`config.mk`:
```
export PLATFORM = sky130hd
export DESIGN_NAME = mbus_ctl_if
export DESIGN_NICKNAME = d
export VERILOG_FILES = /design/src/rtl/mbus_pkg.sv /design/src/rtl/mbus_latch.sv /design/src/rtl/mbus_detect.sv /design/src/rtl/mbus_clkgen.sv /design/src/rtl/mbus_ctl_if.sv
export SDC_FILE = /design/constraint.sdc
export NUM_CORES = 1
export LEC_CHECK = 0
export BUFFER_PORTS_ARGS = -buffer_cell sky130_fd_sc_hd__clkbuf_2
export CAP_MARGIN = 20
export CORE_ASPECT_RATIO = 0.6
export CORE_MARGIN = 10
export CORE_UTILIZATION = 59
export CTS_BUF_LIST = sky130_fd_sc_hd__clkbuf_8
export CTS_CLUSTER_DIAMETER = 50
export DETAILED_ROUTE_END_ITERATION = 8
export GPL_TIMING_DRIVEN = 1
export PLACE_DENSITY = 0.82
export SLEW_MARGIN = 5
export SYNTH_ARGS = -nofsm -noshare
export SYNTH_HDL_FRONTEND = slang
export SYNTH_HIERARCHICAL = 1
export SYNTH_SLANG_ARGS = --single-unit
```
`constraint.sdc`:
```
create_clock -name clk -period 1.9 [get_ports clk]
set_input_delay 0.19 -clock clk [delete_from_list [all_inputs] [get_ports clk]]
set_output_delay 0.19 -clock clk [all_outputs]
set_load 0.05 [all_outputs]
```
`src/rtl/mbus_pkg.sv`:
```
`timescale 1ns/1ps
package mbus_pkg;
  localparam logic [2:0] ADR_CTLA = 3'd0;
  localparam logic [2:0] ADR_CTLB = 3'd1;
  localparam logic [2:0] ADR_DET  = 3'd2;
  localparam logic [2:0] ADR_TONE = 3'd3;
  localparam int CLKSEL_BIT = 4;

  // Half period of the baud clock in crystal cycles: base << (3 - rate).
  function automatic int unsigned baud_half(input int unsigned base, input logic [1:0] rate);
    return base << (2'd3 - rate);
  endfunction
endpackage

```
`src/rtl/mbus_latch.sv`:
```
`timescale 1ns/1ps
module mbus_latch (
  input  logic       clk,
  input  logic       rst,
  input  logic       ale,
  input  logic       cs_n,
  input  logic       rd_n,
  input  logic       wr_n,
  input  logic [2:0] adr_in,
  output logic [2:0] adr_q,
  output logic       sel_q,
  output logic       wr_commit,
  output logic       rd_end
);
  logic ale_d, rd_d, wr_d;
  logic ale_fall;

  assign ale_fall  = ale_d & ~ale;
  assign wr_commit = sel_q & ~wr_d & wr_n;
  assign rd_end    = sel_q & ~rd_d & rd_n;

  always_ff @(posedge clk) begin
    if (rst) begin
      ale_d <= 1'b0;
      rd_d  <= 1'b1;
      wr_d  <= 1'b1;
      adr_q <= '0;
      sel_q <= 1'b0;
    end else begin
      ale_d <= ale;
      rd_d  <= rd_n;
      wr_d  <= wr_n;
      if (ale_fall) begin
        adr_q <= adr_in;
        sel_q <= ~cs_n;
      end
    end
  end
endmodule

```
`src/rtl/mbus_detect.sv`:
```
`timescale 1ns/1ps
module mbus_detect #(
  parameter int DET_W = 4
) (
  input  logic             clk,
  input  logic             rst,
  input  logic [DET_W-1:0] det_in,
  input  logic             clr,
  output logic [DET_W-1:0] flags
);
  always_ff @(posedge clk) begin
    if (rst) flags <= '0;
    else     flags <= (clr ? '0 : flags) | det_in;
  end
endmodule

```
`src/rtl/mbus_clkgen.sv`:
```
`timescale 1ns/1ps
module mbus_clkgen #(
  parameter int HALF_MIN = 2
) (
  input  logic       clk,
  input  logic       rst,
  input  logic [1:0] rate,
  input  logic       want_baud,
  output logic       baud_q,
  output logic       use_baud,
  output logic       clk_out
);
  import mbus_pkg::*;
  localparam int HALF_MAX = HALF_MIN << 3;
  localparam int CNT_W    = $clog2(HALF_MAX + 1);

  logic [CNT_W-1:0] cnt;
  logic [CNT_W-1:0] limit;

  assign limit = CNT_W'(baud_half(HALF_MIN, rate) - 1);

  always_ff @(posedge clk) begin
    if (rst) begin
      cnt    <= '0;
      baud_q <= 1'b0;
    end else if (cnt >= limit) begin
      cnt    <= '0;
      baud_q <= ~baud_q;
    end else begin
      cnt <= cnt + 1'b1;
    end
  end

  // Select moves only while crystal is low (falling edge) and baud is low.
  always_ff @(negedge clk) begin
    if (rst)          use_baud <= 1'b0;
    else if (!baud_q) use_baud <= want_baud;
  end

  assign clk_out = use_baud ? baud_q : clk;
endmodule

```
`src/rtl/mbus_ctl_if.sv`:
```
`timescale 1ns/1ps
module mbus_ctl_if #(
  parameter int DET_W    = 4,
  parameter int HALF_MIN = 2
) (
  input  logic             clk,
  input  logic             rst,
  input  logic             ale,
  input  logic             cs_n,
  input  logic             rd_n,
  input  logic             wr_n,
  input  logic [7:0]       ad_in,
  output logic [7:0]       ad_out,
  output logic             ad_oe,
  input  logic [DET_W-1:0] det_in,
  output logic             irq_pull,
  output logic             clk_out
);
  import mbus_pkg::*;

  logic [2:0]       adr_q;
  logic             sel_q, wr_commit, rd_end, det_clr;
  logic [7:0]       ctla_q, ctlb_q, tone_q;
  logic [DET_W-1:0] flags;
  logic             baud_q, use_baud;

  mbus_latch u_latch (
    .clk(clk), .rst(rst), .ale(ale), .cs_n(cs_n), .rd_n(rd_n), .wr_n(wr_n),
    .adr_in(ad_in[2:0]), .adr_q(adr_q), .sel_q(sel_q),
    .wr_commit(wr_commit), .rd_end(rd_end)
  );

  always_ff @(posedge clk) begin
    if (rst) begin
      ctla_q <= '0;
      ctlb_q <= '0;
      tone_q <= '0;
    end else if (wr_commit) begin
      case (adr_q)
        ADR_CTLA: ctla_q <= ad_in;
        ADR_CTLB: ctlb_q <= ad_in;
        ADR_TONE: tone_q <= ad_in;
        default: ;
      endcase
    end
  end

  assign det_clr = rd_end && (adr_q == ADR_DET);

  mbus_detect #(.DET_W(DET_W)) u_det (
    .clk(clk), .rst(rst), .det_in(det_in), .clr(det_clr), .flags(flags)
  );

  always_comb begin
    case (adr_q)
      ADR_CTLA: ad_out = ctla_q;
      ADR_CTLB: ad_out = ctlb_q;
      ADR_DET:  ad_out = 8'(flags);
      ADR_TONE: ad_out = tone_q;
      default:  ad_out = 8'h00;
    endcase
  end

  assign ad_oe    = sel_q & ~rd_n;
  assign irq_pull = |flags;

  mbus_clkgen #(.HALF_MIN(HALF_MIN)) u_clk (
    .clk(clk), .rst(rst), .rate(ctlb_q[1:0]), .want_baud(ctlb_q[CLKSEL_BIT]),
    .baud_q(baud_q), .use_baud(use_baud), .clk_out(clk_out)
  );
endmodule

```
==> impl_metrics.toml, run 1 <==
[status]
status = "complete, but fails checks"
violations = "negative setup slack"

[worst_setup_path]
cp-start-kind = "register"
crit_chain = "nand2_2 > o21ai_2 > buf_8"
r2r-end = "u_clk/use_baud$_SDFFE_NP0N_"
ff2ff_setup_slack_ps = 190
crit_type = "reg2out"
crit_required_ps = 1710
cp.arrival_ps = 1940
reg2reg_from = "u_clk/baud_q$_SDFFE_PP0P_"
cpPeakStageDelay_ps = 340
end_kind = "output port"
critical_path.max_fanout = 2
reg2regPathDepth = 3
cp_slowest_cell = "dfxtp_2"

[layout]
layout_commonest_cell = "nand2b_1"
areaGrowthSynthToFinish_pct = 18.5
diodes = 0
design_area_um2 = 2440
drive_gt1_frac = 0.244
layout_common_cells = "nand2b_1, dfxtp_1, mux2i_1, clkbuf_2, inv_1"
final_cell_count_no_fill = 283
nNetsFinal = 260

[die]
die_area_um2 = 6330
ioPinCount = 29
start_util = 0.624
placementRows = 16
core_area_um2 = 3300
die_y_um = 65.8
die_x_um = 96.3

[cts]
clk_latency_ps = 350
cts_tree = "yes"
hold_buffers = 0
cts.path.max_buffers = 2
tritoncts.num_buffers = 5
path_clk_slew_ps = 70
cts_root_buf = "clkbuf_8"
cts-htree-levels = 2

[placement]
place_ws_ps = 14.7
dpl_cell_area_um2 = 2290
place.detailed.hpwl_um = 2930
portBuffers = 28
place.gp.congestion = 0.781
placed_cells = 273

[route]
via_per_inst = 5.37
wl_per_cell_um = 15.0
vias = 1521
drcViolationCount = 0
wirelength_um = 4250
antenna_left = 0
dr.pass1.iters = 4
drt_iter0_markers = 60

[synth]
avgSynthCellArea_um2 = 9.91
synth_edf_count = 0
synth_area_um2 = 2060
ys_ff_latch = 42
async_flop_share = 0
ys_seq_area_frac = 0.408
synth_flop_cell = "dfxtp_1"
syn_inst = 208
synth_cell_types = 36
yosysWarnings = 6
synthesis.nets = 231

[worst_hold_path]
holdPathEnd = "u_det/flags[0]$_SDFF_PP0_"
min_from = "det_in[0]"
whs_path_depth = 3
hold_class = "in2reg"

[power]
p_int_w = 0.00143
switching_power_w = 0.000520
finalPower_w = 0.00195
p_sw_frac = 0.267
ir_drop_v = 0.000580
power.density_nw_per_um2 = 797
clkPwrFrac = 0.455
pwr-share-comb = 0.074
seq_power_share = 0.471
p_leak_nw = 1.06

[grt]
grt_pass1_wl_um = 6980
antenna_found_initial = 0
track_usage = 0.139
grt_max_degree = 51
grt.overflow.total = 0
grt_pass1_vias = 1510

[timing]
drv_slew = 0
skew_ps = 53.9
final_hold_viol_count = 0
rsz0062_at_grt = "yes"
finalWorstSetupSlack_ps = -232
finalSetupViolCount = 1
slew_headroom = 0.664
worstMarginPinSlew_ps = 497

[flow_run]
cap_violations = 0
[layer usage]
layer  global-route usage  share of wire  up-vias
met5                    0              0        -
met4               0.0650          0.014        0
met3               0.0476          0.059        8
met2                0.205           0.45       31
met1                0.179           0.48      704
li1                     -              -      778
[kinds of logic after synthesis]
logic type      after synthesis  synth area share
compound gates               22            0.0692
mux                          38             0.188
other cells                   1           0.00182
buf+inv                      22            0.0492
flops                        42             0.408
fa+ha+maj                     5            0.0304
simple gates                 75             0.241
xor+xnor                      3            0.0128
[worst max-delay path: cells and delay by family (launching register included)]
family	cells	cell delay, ps
compound gates	1	80
buf+inv	1	160
flops	1	340
simple gates	1	60
[final cells by class]
class	count	area [um^2]
clock inverter	5	45.0
timing repair buffer	31	210
tap	45	56.3
inverter	10	37.5
multi-input combinational	144	1170
fill	253	861
clock buffer	6	83.8
sequential	42	843
[registers in the layout (all words and copies together), names as in the netlist]
register / flops
ctla_q: 8
ctlb_q: 8
tone_q: 8
u_clk/baud_q: 1
u_clk/cnt: 5
u_clk/use_baud: 1
u_det/flags: 4
u_latch/adr_q: 3
u_latch/ale_d: 1
u_latch/rd_d: 1
u_latch/sel_q: 1
u_latch/wr_d: 1
[power by group through the flow]
stage / Clock (W) / Combinational [W] / Sequential, W
final: 0.000886 / 0.000145 / 0.000916
after global routing: 0.000952 / 0.000158 / 0.000919
after CTS: 0.000889 / 0.000143 / 0.000915
after detailed placement: 0.000130 / 0.000142 / 0.000936
after global placement: 0.000130 / 0.000141 / 0.000935
after floorplan: 0.000111 / 0.000101 / 0.000930
[worst max path at each step]
| stage | from | endpoint | slack, ps | depth (start not counted) |
|---|---|---|---|---|
| floorplan | u_latch/adr_q[0]$_SDFFE_PP0P_ | ad_out[4] | -70 | 3 |
| global placement | u_clk/use_baud$_SDFFE_NP0N_ | clk_out | 30 | 3 |
| detailed placement | u_clk/use_baud$_SDFFE_NP0N_ | clk_out | 10 | 3 |
| CTS | u_clk/use_baud$_SDFFE_NP0N_ | clk_out | -250 | 3 |
| global route | u_clk/use_baud$_SDFFE_NP0N_ | clk_out | -270 | 3 |
| finish | u_clk/use_baud$_SDFFE_NP0N_ | clk_out | -230 | 3 |
[stage by stage]
stage / utilization / hold slack, ps / setup TNS [ps]
finish: 0.739 / 104 / -232
global route: 0.739 / 93.8 / -267
CTS: 0.732 / 94.7 / -248
detailed placement: 0.692 / 403 / 0
global placement: 0.692 / 395 / 0
floorplan: - / 259 / -296
[what timing repair did]
action	in CTS	in global routing
buffers inserted	1	0
gates resized for setup	4	6
endpoints found under the setup margin	1	9
pin swaps	1	0
[cell usage after synthesis (all sizes together) (2+ instances only)]
master | count | area, um^2
nand3 | 2 | 10.0
o21ai | 5 | 25.0
ha | 5 | 62.6
o211ai | 2 | 15.0
mux2i | 36 | 360
o22ai | 4 | 25.0
a21oi | 6 | 30.0
nand2b | 41 | 257
nor2 | 8 | 30.0
or2 | 4 | 25.0
nand4bb | 4 | 45.0
inv | 11 | 41.3
nand2 | 3 | 11.3
dfxtp | 42 | 841
o32ai | 4 | 35.0
nor2b | 4 | 32.5
clkbuf | 6 | 22.5
buf | 5 | 37.5
mux2 | 2 | 26.3
xor2 | 2 | 17.5
Note: power is estimated with default switching activity, not from simulation.
==> inputs of run 2 (changes only) <==
==> constraint.sdc (replaced) <==
create_clock -name clk -period 1.9 [get_ports clk]
set_input_delay 0.38 -clock clk [delete_from_list [all_inputs] [get_ports clk]]
set_output_delay 0.38 -clock clk [all_outputs]
set_load 0.05 [all_outputs]
==> run 2 against run 1 <==
The run still ends with negative setup slack left. Wire length is 8.0% higher. Core utilization is 1.3 points higher. Sequential share of layout area down 0.46 points. Clock-buffer cell count stayed put. Flip-flop and latch count unchanged. Non-clock buffer count grew 1. Final area grew 1.8%. Final cell count increased by 0.35%. First-iteration DRC count rose by 45%. Largest cell class unchanged. Highest routed layer unchanged.
==> impl_metrics.toml, run 2 (synthesized netlist as in run 1, its figures left out) <==
[cts]
path_clk_slew_ps = 70
cts_root_buf = "clkbuf_8"
cts.path.max_buffers = 2
cts-htree-levels = 2
hold_buffers = 0
cts_setup_buffers = 0
cts_tree = "yes"
tritoncts.num_buffers = 5
clk_latency_ps = 340

[timing]
fin_setup_tns_ps = -394
drv_slew = 0
final_hold_viol_count = 0
finalWorstSetupSlack_ps = -394
finalSetupViolCount = 1
skew_ps = 49.5
rsz0062_at_grt = "yes"
slew_headroom = 0.644
worstMarginPinSlew_ps = 526

[route]
vias = 1556
wirelength_um = 4590
antenna_left = 0
drt_iter0_markers = 87
via_per_inst = 5.48
wl_per_cell_um = 16.2
drcViolationCount = 0
dr.pass1.iters = 4

[die]
start_util = 0.624
die_area_um2 = 6330
die_y_um = 65.8
placementRows = 16
ioPinCount = 29
die_x_um = 96.3
core_area_um2 = 3300

[grt]
antenna_found_initial = 0
grt_pass1_wl_um = 7490
track_usage = 0.151
grt.overflow.total = 0
grt_pass1_vias = 1618
grt_max_degree = 51

[power]
power.density_nw_per_um2 = 727
ir_drop_v = 0.00102
p_leak_nw = 1.07

[placement]
place.detailed.hpwl_um = 3420
place_ws_ps = -171
place.gp.congestion = 0.782
portBuffers = 28

[worst_setup_path]
crit_chain = "nand2_2 > o21ai_2 > buf_8"
cp-start-kind = "register"
critical_path.max_fanout = 2
end_kind = "output port"
crit_required_ps = 1520
crit_type = "reg2out"
cp.arrival_ps = 1910
cpPeakStageDelay_ps = 330
cp_slowest_cell = "dfxtp_2"

[flow_run]
cap_violations = 0

[layout]
diodes = 0
areaGrowthSynthToFinish_pct = 20.6
nNetsFinal = 261
drive_gt1_frac = 0.259
layout_common_cells = "nand2b_1, dfxtp_1, mux2i_1, clkbuf_2, inv_1"
layout_commonest_cell = "nand2b_1"
nFillCells = 242
reg.largest.list = "ctla_q: 8 flops, ctlb_q: 8 flops, tone_q: 8 flops"

[status]
violations = "negative setup slack"
status = "complete, but fails checks"

[worst_hold_path]
hold_class = "in2reg"
run 2: cell types whose count changed in the layout (fill, tap and decap cells not counted), sizes merged:
cell    delta
clkinv     -1
clkbuf     -1
bufinv     -1
buf        +2
inv        +2
run 2: report_power, final:
group	total, W	internal, W	leakage [nW]	switching (W)
clock	0.000738	0.000326	0.0717	0.000412
sequential	0.000916	0.000898	0.343	0.0000179
combinational	0.000153	0.0000710	0.659	0.0000819
total	0.00181	0.00129	1.07	0.000512
run 2: final timing paths:
path                               start                          end  slack [ps]  cells after the start
min reg2reg  u_clk/use_baud$_SDFFE_NP0N_  u_clk/use_baud$_SDFFE_NP0N_         480                      2
min                            det_in[1]    u_det/flags[1]$_SDFF_PP0_         290                      3
max reg2reg       ctlb_q[0]$_SDFFE_PP0P_    u_clk/baud_q$_SDFFE_PP0P_         210                      5
max          u_clk/use_baud$_SDFFE_NP0N_                      clk_out        -390                      3
run 2: routing by layer:
layer / track usage / up-vias / share of wire / routed length [um]
li1: - / 771 / - / -
met4: 0.0415 / 0 / 0.0057 / 26
met2: 0.244 / 50 / 0.48 / 2190
met5: 0 / - / 0 / 0
met1: 0.178 / 732 / 0.43 / 1990
met3: 0.0669 / 3 / 0.083 / 379
run 2: area by class of cell:
cell class,instances,area [um^2],area share
tap,45,56.3,0.0226
multi-input combinational,144,1180,0.476
sequential,42,847,0.341
clock buffer,6,83.8,0.0337
clock inverter,5,20.0,0.00805
timing repair buffer,32,259,0.104
inverter,10,37.5,0.0151
run 2: metrics by stage:
step                      cell area (um^2)  utilization  hold slack, ps  std cells  total power, W
after floorplan                       2090            -             440        208         0.00114
after global placement                2340        0.708             458        275         0.00120
after detailed placement              2340        0.708             471        275         0.00121
after CTS                             2460        0.746             294        284         0.00180
after global routing                  2490        0.753             291        284         0.00189
final                                 2490        0.753             289        284         0.00181
run 2: worst max-delay path: cells and delay by family, from the launching register on:
family	cells	cell delay [ps]
buffers and inverters	1	160
flip-flops	1	330
AO/OA/AOI/OAI	1	70
AND/OR/NAND/NOR	1	60
run 2: timing repair:
| action | in CTS | in global routing |
|---|---|---|
| setup endpoints to repair | 9 | 7 |
| gates resized for setup | 12 | 5 |
| pin swaps | 1 | 0 |
